--- config.mk ---
export PLATFORM = sky130hd
export DESIGN_NAME = thr_compare
export DESIGN_NICKNAME = d
export VERILOG_FILES = /design/src/rtl/thrcmp_pkg.sv /design/src/rtl/src_select.sv /design/src/rtl/threshold_match.sv /design/src/rtl/match_counter.sv /design/src/rtl/thr_compare.sv
export SDC_FILE = /design/constraint.sdc
export NUM_CORES = 1
export LEC_CHECK = 0
export BUFFER_PORTS_ARGS = -buffer_cell sky130_fd_sc_hd__buf_2
export CAP_MARGIN = 10
export CELL_PAD_IN_SITES_DETAIL_PLACEMENT = 1
export CELL_PAD_IN_SITES_GLOBAL_PLACEMENT = 1
export CORE_UTILIZATION = 35
export DETAILED_ROUTE_END_ITERATION = 16
export PLACE_DENSITY = 0.95
export SLEW_MARGIN = 20
export SYNTH_ARGS = -nofsm -noshare
export SYNTH_HDL_FRONTEND = slang
export SYNTH_SLANG_ARGS = --single-unit
--- constraint.sdc ---
create_clock -name clk -period 5.5 [get_ports clk]
set_input_delay 0.55 -clock clk [delete_from_list [all_inputs] [get_ports clk]]
set_output_delay 0.55 -clock clk [all_outputs]
set_load 0.005 [all_outputs]
--- src/rtl/thrcmp_pkg.sv ---
package thrcmp_pkg;
  typedef enum logic [2:0] {
    CMP_OFF      = 3'b000,
    CMP_OUTSIDE  = 3'b001,
    CMP_INSIDE   = 3'b010,
    CMP_AT_LEAST = 3'b011,
    CMP_AT_MOST  = 3'b100
  } cmp_mode_e;
endpackage

--- src/rtl/src_select.sv ---
module src_select #(
  parameter int W     = 16,
  parameter int N_SRC = 2,
  localparam int SW   = (N_SRC > 1) ? $clog2(N_SRC) : 1
) (
  input  logic [N_SRC-1:0][W-1:0] data_in,
  input  logic [N_SRC-1:0]        valid_in,
  input  logic [SW-1:0]           sel,
  output logic [W-1:0]            data_out,
  output logic                    valid_out
);
  logic [N_SRC-1:0] pick;

  for (genvar i = 0; i < N_SRC; i++) begin : g_pick
    assign pick[i] = (sel == SW'(i));
  end

  always_comb begin
    data_out  = '0;
    valid_out = 1'b0;
    for (int i = 0; i < N_SRC; i++) begin
      if (pick[i]) begin
        data_out  = data_in[i];
        valid_out = valid_in[i];
      end
    end
  end
endmodule

--- src/rtl/threshold_match.sv ---
module threshold_match
  import thrcmp_pkg::*;
#(
  parameter int W = 16
) (
  input  logic [W-1:0] value,
  input  logic [W-1:0] lo,
  input  logic [W-1:0] hi,
  input  logic [2:0]   mode,
  output logic         hit
);
  logic below_lo, above_hi;

  assign below_lo = value < lo;
  assign above_hi = value > hi;

  always_comb begin
    case (cmp_mode_e'(mode))
      CMP_OUTSIDE:  hit = below_lo | above_hi;
      CMP_INSIDE:   hit = !below_lo && !above_hi;
      CMP_AT_LEAST: hit = !below_lo;
      CMP_AT_MOST:  hit = (value <= lo);
      default:      hit = 1'b0;
    endcase
  end
endmodule

--- src/rtl/match_counter.sv ---
module match_counter #(
  parameter int CNT_W = 10
) (
  input  logic             clk,
  input  logic             rst_n,
  input  logic             sample,
  input  logic             hit,
  input  logic             cumulative,
  input  logic [CNT_W-1:0] limit,
  output logic [CNT_W-1:0] count,
  output logic             fire
);
  localparam logic [CNT_W-1:0] CNT_MAX = '1;

  logic [CNT_W-1:0] cnt_q;
  logic [CNT_W:0]   inc_w;
  logic [CNT_W-1:0] next_sat;
  logic             reached;

  assign inc_w    = {1'b0, cnt_q} + 1'b1;
  assign next_sat = inc_w[CNT_W] ? CNT_MAX : inc_w[CNT_W-1:0];
  assign reached  = cumulative ? (next_sat > limit) : (next_sat >= limit);
  assign fire     = sample && hit && reached;

  always_ff @(posedge clk or negedge rst_n) begin
    if (!rst_n) begin
      cnt_q <= '0;
    end else if (sample) begin
      if (hit) begin
        cnt_q <= fire ? '0 : next_sat;
      end else if (!cumulative) begin
        cnt_q <= '0;
      end
    end
  end

  assign count = cnt_q;
endmodule

--- src/rtl/thr_compare.sv ---
module thr_compare #(
  parameter int DATA_W = 16,
  parameter int CNT_W  = 10
) (
  input  logic              clk,
  input  logic              rst_n,
  input  logic [DATA_W-1:0] raw_data,
  input  logic              raw_valid,
  input  logic [DATA_W-1:0] proc_data,
  input  logic              proc_valid,
  input  logic              src_sel,
  input  logic [2:0]        cmp_mode,
  input  logic              count_cumulative,
  input  logic [DATA_W-1:0] thr_lo,
  input  logic [DATA_W-1:0] thr_hi,
  input  logic [CNT_W-1:0]  match_limit,
  input  logic              flag_clr,
  output logic [CNT_W-1:0]  match_cnt,
  output logic              cmp_flag,
  output logic              cmp_irq
);
  logic [DATA_W-1:0] value;
  logic              sample;
  logic              hit;
  logic              fire;
  logic              flag_q, irq_q;

  src_select #(.W(DATA_W), .N_SRC(2)) u_sel (
    .data_in  ({proc_data, raw_data}),
    .valid_in ({proc_valid, raw_valid}),
    .sel      (src_sel),
    .data_out (value),
    .valid_out(sample)
  );

  threshold_match #(.W(DATA_W)) u_match (
    .value(value),
    .lo   (thr_lo),
    .hi   (thr_hi),
    .mode (cmp_mode),
    .hit  (hit)
  );

  match_counter #(.CNT_W(CNT_W)) u_cnt (
    .clk       (clk),
    .rst_n     (rst_n),
    .sample    (sample),
    .hit       (hit),
    .cumulative(count_cumulative),
    .limit     (match_limit),
    .count     (match_cnt),
    .fire      (fire)
  );

  always_ff @(posedge clk or negedge rst_n) begin
    if (!rst_n) begin
      flag_q <= 1'b0;
      irq_q  <= 1'b0;
    end else begin
      irq_q <= fire;
      if (fire)          flag_q <= 1'b1;
      else if (flag_clr) flag_q <= 1'b0;
    end
  end

  assign cmp_flag = flag_q;
  assign cmp_irq  = irq_q;
endmodule

==> results_tabular.tex, run 1 <==
\begin{tabular}{lr}
\hline
Metric & Value \\
\hline
\multicolumn{2}{l}{\textbf{STA}} \\
\quad Final Hold Viols & 0 \\
\quad Setup skew after layout & 0.00718 ns \\
\quad Final hold slack & 0.178 ns \\
\quad Max-slew headroom at the worst pin & 0.454 \\
\quad Minimum clock period after layout & between 3 and 4 ns \\
\quad Final setup violation count & 0 \\
\quad Setup repair after global routing missed its margin & false \\
\quad Total Negative Setup Slacks & 0 ns \\
\quad Final worst-path cycle share & 0.678 \\
\quad Final Slew Violations & 0 \\
\quad Maximum frequency from static timing analysis & approximately 270 MHz \\
\quad Transition time at the pin with the least slew margin & 0.819 ns \\
\multicolumn{2}{l}{\textbf{Synth}} \\
\quad \#FFs+latches synth & 12 \\
\quad Post-Syn Area & about 2100 um2 \\
\quad Leading register cell type out of synthesis & dfrtp\_1 \\
\quad Async set-or-reset flop fraction in the synthesized netlist & 1.00 \\
\quad Number of cells produced by synthesis & 258 \\
\quad Number of enable flip-flop cells after synthesis & 0 \\
\quad Synth cell types & 45 \\
\quad Syn Area/Cell & approximately 8 um2 \\
\quad Number of warning messages in the yosys log & 0 \\
\quad Number of nets in the synthesized netlist & 385 \\
\quad Sequential-to-total area share from yosys stat & 0.142 \\
\multicolumn{2}{l}{\textbf{Detailed routing}} \\
\quad Post-route antenna net violation count & 0 \\
\quad DRC & 0 \\
\quad Drt total wl & 6620 um \\
\quad Per-cell routed wire length & roughly 16 um \\
\quad Ratio of routed vias to standard cells & 5.20 \\
\quad Total vias in the final route & around 2200 \\
\quad Router iterations before antenna repair & 4 \\
\quad Detailed Route Iter0 Violations & 45 \\
\multicolumn{2}{l}{\textbf{Setup path}} \\
\quad Startpoint of the worst-slack reg-to-reg timing path & u\_cnt.count[2] \\
\quad Reg-to-reg critical path endpoint & u\_cnt.count[6] \\
\quad Slack of the worst reg-to-reg path & between 1.5 and 2 ns \\
\quad Category of the worst setup path capture point & flip-flop \\
\quad Number of cells traversed by the worst register-to-register path & 15 \\
\quad Kind of critical path & flip-flop to flip-flop \\
\quad Startpoint of the most critical setup path & u\_cnt.count[2] \\
\quad Critical-path maximum fanout & 10 \\
\quad Arrival time reported for the critical path endpoint & 3.82 ns \\
\quad Launching element type of the critical path & flip-flop \\
\quad Data required time at the worst endpoint & between 5 and 6 ns \\
\quad Critical path endpoint & u\_cnt.count[6] \\
\multicolumn{2}{l}{\textbf{Run status}} \\
\quad Status & completed \\
\multicolumn{2}{l}{\textbf{Clock tree}} \\
\quad Post-CTS setup buffer count & 0 \\
\quad Clock-pin slew on the worst setup and hold paths & 0.06 ns \\
\quad CTS root buffer & clkbuf\_8 \\
\quad CTS hold repair buffers & 0 \\
\quad CTS tree & built \\
\quad Clock net sink count & 12 \\
\quad Post-cts gate resize count & 0 \\
\quad H-tree levels & 1 \\
\quad Clk\_lat worst skew & between 0.2 and 0.3 ns \\
\quad CTS max path bufs & 2 \\
\quad Total CTS buffers & 3 \\
\multicolumn{2}{l}{\textbf{Layout}} \\
\quad Most used cells in the layout excluding fill and tap cells & buf\_2, inv\_1, ha\_1 \\
\quad Non-filler instance count after layout & 424 \\
\quad Number of diodes & 0 \\
\quad Most frequent standard cell in the layout excluding fill and tap cells & buf\_2 \\
\quad Ratio of cells with drive above 1 in the final layout & 0.372 \\
\quad Final \#Nets & 480 \\
\quad Layout overhead on the synthesized area & 27.8\% \\
\multicolumn{2}{l}{\textbf{Placement}} \\
\quad Number of cells after detailed placement & 420 \\
\quad Final RePlAce weighted congestion & 0.844 \\
\quad Count of input and output buffers & 95 \\
\quad HPWL Detailed & 5760 um \\
\multicolumn{2}{l}{\textbf{Global routing}} \\
\quad Overall overflow remaining after global route & 0 \\
\quad First-pass GRT wire length & 11200 um \\
\quad Global-route total usage across every layer & 0.224 \\
\quad Vias in the first global route & 2482 \\
\quad Maximum number of pins on one net before global-route repair & 18 \\
\quad Initial antenna violation count & 0 \\
\multicolumn{2}{l}{\textbf{Floorplanning}} \\
\quad Row Count & 27 \\
\quad Number of top-level pins & 96 \\
\quad Area enclosed by the die boundary & 6370 um2 \\
\quad Die width & 79.8 um \\
\quad Initial Util & 0.374 \\
\quad Overall die height & 79.8 um \\
\quad Placeable core region & 5680 um2 \\
\multicolumn{2}{l}{\textbf{Power and ir drop}} \\
\quad Pwr per Cell Area & $\sim$150 nW/um2 \\
\quad Pleak & 1.59 nW \\
\quad Peak supply drop & 0.0000928 V \\
\multicolumn{2}{l}{\textbf{Flow run}} \\
\quad Number of maximum-capacitance violations & 0 \\
\multicolumn{2}{l}{\textbf{Worst hold path}} \\
\quad Hold/Removal Path Class & input port to asynchronous set/reset pin \\
\hline
\end{tabular}
## critical path: stages, from the launching register on
cell and delay, ns:
dfrtp_1 0.43, inv_2 0.07, nor4_1 0.49, and3_1 0.29
nand4_1 0.14, nor3_1 0.17, a21o_1 0.14, inv_1 0.05
ha_1 0.28, nand4_1 0.14, or2_2 0.36, nor2_1 0.14
nor2_1 0.06, nand2_1 0.09, o22a_1 0.54, o32ai_1 0.16
## routing by layer
layer,vias to the layer above,global-route usage,part of all wire
li1,1085,-,-
met1,1042,0.251,0.42
met2,63,0.434,0.52
met3,14,0.0320,0.038
met4,0,0.0554,0.020
met5,-,0,0
## worst min-delay path by stage
stage                from        endpoint  cells past startpoint
floorplan           rst_n        cmp_flag                      0
global placement    rst_n  u_cnt.count[2]                      1
detailed placement  rst_n  u_cnt.count[2]                      1
CTS                 rst_n  u_cnt.count[2]                      1
global route        rst_n  u_cnt.count[2]                      1
finish              rst_n  u_cnt.count[2]                      1
## state kept, by name (all words and copies together) (netlist names)
register / flops
cmp_flag: 1
u_cnt.count: 10
cmp_irq: 1
## synthesized netlist by cell type, types with 2 or more instances
library cell   n  share of area
nor2b_1        2         0.0059
o32ai_1        2         0.0083
o22ai_1        2         0.0059
a21oi_1       15          0.035
nand2b_1       2         0.0059
o21ai_0        3         0.0071
xnor2_1        4          0.017
a21o_1         8          0.028
nand3_1        6          0.014
nor3_1         2         0.0047
nor2_1        11          0.019
nand2_1       11          0.019
buf_1          2         0.0035
a31oi_1        2         0.0059
o32ai_2        8          0.061
nand4_1        7          0.021
mux2i_1        4          0.019
mux2_2        15          0.080
nor4_1         2         0.0059
dfrtp_1       12           0.14
and2_1         5          0.015
or2_2          3         0.0089
and3_1         6          0.018
ha_1          43           0.25
inv_1         61           0.11
## final cells by class
type,count,area (um2)
Tap cell,72,90.1
Fill cell,753,2970
Multi-Input combinational cell,179,1560
Inverter,62,233
Clock buffer,4,55.1
Timing Repair Buffer,95,475
Sequential cell,12,300
## power by group
part	leakage, nW	internal, mW	switching (mW)	total, mW
combinational	1.40	0.0994	0.112	0.212
sequential	0.166	0.0956	0.00975	0.105
clock	0.0288	0.0633	0.0344	0.0977
## logic make-up (layout without fill, tap and decap cells)
family,Yosys count,count (layout),synth area share
AO/OA/AOI/OAI,52,52,0.211
XOR/XNOR,4,4,0.0165
adder cells (fa/ha/maj),43,43,0.254
buffers and inverters,67,161,0.124
flip-flops,12,12,0.142
multiplexers,19,19,0.0985
AND/OR/NAND/NOR,61,61,0.155
## per-stage QoR
step | setup WS, ns | instance area (um2) | total power [mW] | util
detailed placement | 1.68 | 2660 | 0.318 | 0.468
global route | 1.58 | 2710 | 0.452 | 0.478
global placement | 1.85 | 2660 | 0.303 | 0.468
floorplan | 2.10 | 2120 | 0.242 | -
finish | 1.77 | 2710 | 0.415 | 0.478
CTS | 1.79 | 2710 | 0.417 | 0.478
Note: power is estimated with default switching activity, not from simulation.
==> run 2, diff against run 1 <==
ABC_AREA = 1   (was not set)
CORE_UTILIZATION = 33   (was 35)
clock period = 3.8 ns   (was 5.5 ns; I/O delays follow)
==> run 2 against run 1 <==
Wire length about the same; sequential share of layout area rose by 0.067 points; sequential cell count unchanged; global-route usage shrank 1.7 points; critical path type unchanged; largest cell class unchanged.
==> results_tabular.tex, run 2 <==
\begin{tabular}{lr}
\hline
Metric & Value \\
\hline
\multicolumn{2}{l}{\textbf{Synth}} \\
\quad Cell types with the largest area share after synthesis & ha\_1, dfrtp\_1, nand2\_1 (was ha\_1, dfrtp\_1, inv\_1) \\
\quad Share of Yosys cell area claimed by the top area cell type & 0.255 (was 0.254) \\
\quad Dominant cell by count in the synthesized netlist & nand2\_1 (was inv\_1) \\
\quad Ranking of synthesized cells by instance count & nand2\_1, inv\_1, ha\_1, nand3\_1, a21oi\_1 (was inv\_1, ha\_1, a21oi\_1, mux2\_2, dfrtp\_1) \\
\quad Leading register cell type out of synthesis & dfrtp\_1 (unchanged) \\
\quad Synth cell types & 28 (was 45) \\
\quad Post-Syn Area & 2110 um2 (was 2120 um2) \\
\quad Number of enable flip-flop cells after synthesis & 0 (unchanged) \\
\quad Sequential-to-total area share from yosys stat & 0.142 (about the same) \\
\quad Syn Area/Cell & 6.90 um2 (was 8.22 um2) \\
\quad \#FFs+latches synth & 12 (unchanged) \\
\quad Biggest area consumer among synthesized cells & ha\_1 (unchanged) \\
\quad Number of cells produced by synthesis & 306 (was 258) \\
\quad Number of warning messages in the yosys log & 0 (unchanged) \\
\quad Number of nets in the synthesized netlist & 433 (was 385) \\
\quad Async set-or-reset flop fraction in the synthesized netlist & 1.00 (unchanged) \\
\multicolumn{2}{l}{\textbf{Detailed routing}} \\
\quad M1 WL & 2690 um (was 2760 um) \\
\quad Router iterations before antenna repair & 4 (unchanged) \\
\quad Post-route antenna net violation count & 0 (unchanged) \\
\quad Drt total wl & 6630 um (was 6620 um) \\
\quad DRC & 0 (unchanged) \\
\quad Ratio of routed vias to standard cells & 5.09 (was 5.20) \\
\quad Met3 Routed Length & 285 um (was 252 um) \\
\quad Detailed Route Iter0 Violations & 89 (was 45) \\
\quad Total length of routed met2 wires & 3520 um (was 3470 um) \\
\quad Total vias in the final route & 2412 (was 2204) \\
\quad Per-cell routed wire length & 14.0 um (was 15.6 um) \\
\quad DR top layer & met4 (unchanged) \\
\multicolumn{2}{l}{\textbf{Setup path}} \\
\quad Startpoint of the most critical setup path & u\_cnt.count[1] (was u\_cnt.count[2]) \\
\quad Startpoint of the worst-slack reg-to-reg timing path & u\_cnt.count[1] (was u\_cnt.count[2]) \\
\quad Launching element type of the critical path & flip-flop (unchanged) \\
\quad Category of the worst setup path capture point & flip-flop (unchanged) \\
\quad Critical-path maximum fanout & 12 (was 10) \\
\quad Critical path's most frequent cell & nand2\_1 \\
\quad Kind of critical path & flip-flop to flip-flop (unchanged) \\
\quad Number of cells traversed by the worst register-to-register path & 17 (was 15) \\
\quad Crit-path leading delay family & simple AND/OR/NAND/NOR gates (unchanged) \\
\quad Critical path endpoint & u\_cnt.count[7] (was u\_cnt.count[6]) \\
\quad Master of the slowest instance on the critical path & dfrtp\_1 (was o22a\_1) \\
\quad WP depth & 17 (was 15) \\
\quad Slack of the worst reg-to-reg path & 0.73 ns (was 1.77 ns) \\
\quad Critical-path cell list & ha\_1, nand3\_1, nor2\_1, nand2\_1, nor2\_1, nand2\_1, nor3\_1, a21oi\_1, ha\_1, nand4\_1, nor3\_1, o21ai\_0, o2111ai\_1, o21ai\_1, buf\_4, nand4\_1, nand2\_1 (was inv\_2, nor4\_1, and3\_1, nand4\_1, nor3\_1, a21o\_1, inv\_1, ha\_1, nand4\_1, or2\_2, nor2\_1, nor2\_1, nand2\_1, o22a\_1, o32ai\_1) \\
\quad Arrival time reported for the critical path endpoint & 3.20 ns (was 3.82 ns) \\
\quad Worst stage delay on the critical path & 0.42 ns (was 0.54 ns) \\
\quad Data required time at the worst endpoint & 3.93 ns (was 5.59 ns) \\
\quad Reg-to-reg critical path endpoint & u\_cnt.count[7] (was u\_cnt.count[6]) \\
\quad Buffers plus inverters on the worst setup path & 1 (was 2) \\
\multicolumn{2}{l}{\textbf{Layout}} \\
\quad Most frequent standard cell in the layout excluding fill and tap cells & buf\_2 (unchanged) \\
\quad Register area & 300 um2 (unchanged) \\
\quad Max FFs per register & 10 (unchanged) \\
\quad Most used cells in the layout excluding fill and tap cells & buf\_2, nand2\_1, inv\_1 (was buf\_2, inv\_1, ha\_1) \\
\quad Count of fill cells added during filler insertion & 820 (was 753) \\
\quad Final \#Nets & 528 (was 480) \\
\quad Layout overhead on the synthesized area & 27.5\% (was 27.8\%) \\
\quad Number of diodes & 0 (unchanged) \\
\quad Ratio of cells with drive above 1 in the final layout & 0.321 (was 0.372) \\
\quad Non-filler instance count after layout & 474 (was 424) \\
\quad Area used by multi-input combinational logic & 1550 um2 (was 1560 um2) \\
\multicolumn{2}{l}{\textbf{Clock tree}} \\
\quad H-tree levels & 1 (unchanged) \\
\quad Clock net sink count & 12 (unchanged) \\
\quad Post-cts gate resize count & 0 (unchanged) \\
\quad CTS root buffer & clkbuf\_8 (unchanged) \\
\quad Total CTS buffers & 3 (unchanged) \\
\quad CTS tree & built (unchanged) \\
\quad CTS hold repair buffers & 0 (unchanged) \\
\quad Clk\_lat worst skew & 0.25 ns (about the same) \\
\quad CTS max path bufs & 2 (unchanged) \\
\quad Post-CTS setup buffer count & 0 (unchanged) \\
\quad Clock-pin slew on the worst setup and hold paths & 0.05 ns (was 0.06 ns) \\
\multicolumn{2}{l}{\textbf{Placement}} \\
\quad Count of input and output buffers & 95 (unchanged) \\
\quad Number of cells after detailed placement & 471 (was 420) \\
\quad Final RePlAce weighted congestion & 0.821 (was 0.844) \\
\quad HPWL Detailed & 5780 um (was 5760 um) \\
\multicolumn{2}{l}{\textbf{Floorplanning}} \\
\quad Initial Util & 0.348 (was 0.374) \\
\quad Row Count & 28 (was 27) \\
\quad Area enclosed by the die boundary & 6720 um2 (was 6370 um2) \\
\quad Die width & 82 um (was 79.8 um) \\
\quad Placeable core region & 6060 um2 (was 5680 um2) \\
\quad Overall die height & 82 um (was 79.8 um) \\
\quad Number of top-level pins & 96 (unchanged) \\
\multicolumn{2}{l}{\textbf{STA}} \\
\quad Setup skew after layout & 0.00136 ns (was 0.00718 ns) \\
\quad Maximum frequency from static timing analysis & 326 MHz (was 268 MHz) \\
\quad Total Negative Setup Slacks & 0 ns (unchanged) \\
\quad Setup repair after global routing missed its margin & false (unchanged) \\
\quad Transition time at the pin with the least slew margin & 0.404 ns (was 0.819 ns) \\
\quad Final Slew Violations & 0 (unchanged) \\
\quad Max-slew headroom at the worst pin & 0.731 (was 0.454) \\
\quad Final Hold Viols & 0 (unchanged) \\
\quad Final worst-path cycle share & 0.808 (was 0.678) \\
\quad Final setup violation count & 0 (unchanged) \\
\quad Minimum clock period after layout & 3.07 ns (was 3.73 ns) \\
\multicolumn{2}{l}{\textbf{Power and ir drop}} \\
\quad Switching Fraction & 0.383 (was 0.377) \\
\quad P\_sw & 0.196 mW (was 0.157 mW) \\
\quad Share of total power in sequential cells & 0.278 (was 0.254) \\
\quad Peak supply drop & 0.000180 V (was 0.0000928 V) \\
\quad Internal & 0.316 mW (was 0.258 mW) \\
\quad Share of power burned in the clock network & 0.230 (was 0.236) \\
\quad Pwr per Cell Area & 190 nW/um2 (was 153 nW/um2) \\
\quad Pleak & 1.65 nW (was 1.59 nW) \\
\quad Share of power burned in combinational logic & 0.492 (was 0.511) \\
\multicolumn{2}{l}{\textbf{Global routing}} \\
\quad Initial antenna violation count & 0 (unchanged) \\
\quad Global-route total usage across every layer & 0.206 (was 0.224) \\
\quad Overall overflow remaining after global route & 0 (unchanged) \\
\quad Vias in the first global route & 2517 (was 2482) \\
\quad First-pass GRT wire length & 10700 um (was 11200 um) \\
\quad Maximum number of pins on one net before global-route repair & 18 (unchanged) \\
\multicolumn{2}{l}{\textbf{Flow run}} \\
\quad Number of maximum-capacitance violations & 0 (unchanged) \\
\multicolumn{2}{l}{\textbf{Worst hold path}} \\
\quad Hold/Removal Path Class & input port to asynchronous set/reset pin (unchanged) \\
\multicolumn{2}{l}{\textbf{Run status}} \\
\quad Status & completed (unchanged) \\
\hline
\end{tabular}
run 2: how the worst min path moves through the flow:
stage,endpoint,slack [ns],depth (start not counted)
after global routing,u_cnt.count[0],0.02,1
after detailed placement,u_cnt.count[5],0.27,1
after global placement,u_cnt.count[5],0.26,1
after floorplan,cmp_flag,0.08,0
after CTS,u_cnt.count[0],0.01,1
final,u_cnt.count[3],0.003,1
run 2: per-stage QoR:
stage | setup slack [ns] | instance area, um2 | power [mW] | hold slack, ns | utilization
2_1_floorplan | 1.26 | 2110 | 0.301 | 0.0844 | -
3_3_place_gp | 0.900 | 2650 | 0.381 | 0.264 | 0.438
3_5_place_dp | 0.830 | 2650 | 0.396 | 0.274 | 0.438
4_1_cts | 0.768 | 2690 | 0.516 | 0.00961 | 0.444
5_1_grt | 0.454 | 2690 | 0.556 | 0.0215 | 0.444
6_report | 0.731 | 2690 | 0.513 | 0.00323 | 0.444
run 2: final cells by class:
type | instances | area share
clock buffers | 3 | 0.0153
repair buffers | 96 | 0.179
inverters | 61 | 0.0850
well taps | 75 | 0.0348
flip-flops and latches | 12 | 0.111
multi-input cells | 227 | 0.574
run 2: worst reg2reg max path: cells and delay by family (launching register included):
family	cells	cell delay, ns
adders and majority gates	2	0.57
buffers and inverters	1	0.19
AOI/OAI and AO/OA	4	0.47
and+or+nand+nor	10	1.31
DFF	1	0.42
run 2: routing by layer:
layer / GRT usage / vias to the layer above
met5: 0 / -
li1: - / 1202
met3: 0.0278 / 10
met2: 0.407 / 66
met4: 0.0561 / 0
met1: 0.224 / 1134
run 2: power by group through the flow:
stage	sequential, mW	combinational [mW]	clock [mW]
3_3_place_gp	0.143	0.237	0
6_report	0.142	0.252	0.118
4_1_cts	0.142	0.255	0.119
2_1_floorplan	0.143	0.157	0
5_1_grt	0.143	0.290	0.124
3_5_place_dp	0.144	0.252	0
run 2: cells by family after synthesis:
kind of cell / share of synthesized area
AOI/OAI and AO/OA: 0.0877
xor gates and xnor gates: 0.00830
adders and majority gates: 0.255
buffers and inverters: 0.126
DFF: 0.142
muxes: 0.0900
and+or+nand+nor: 0.291
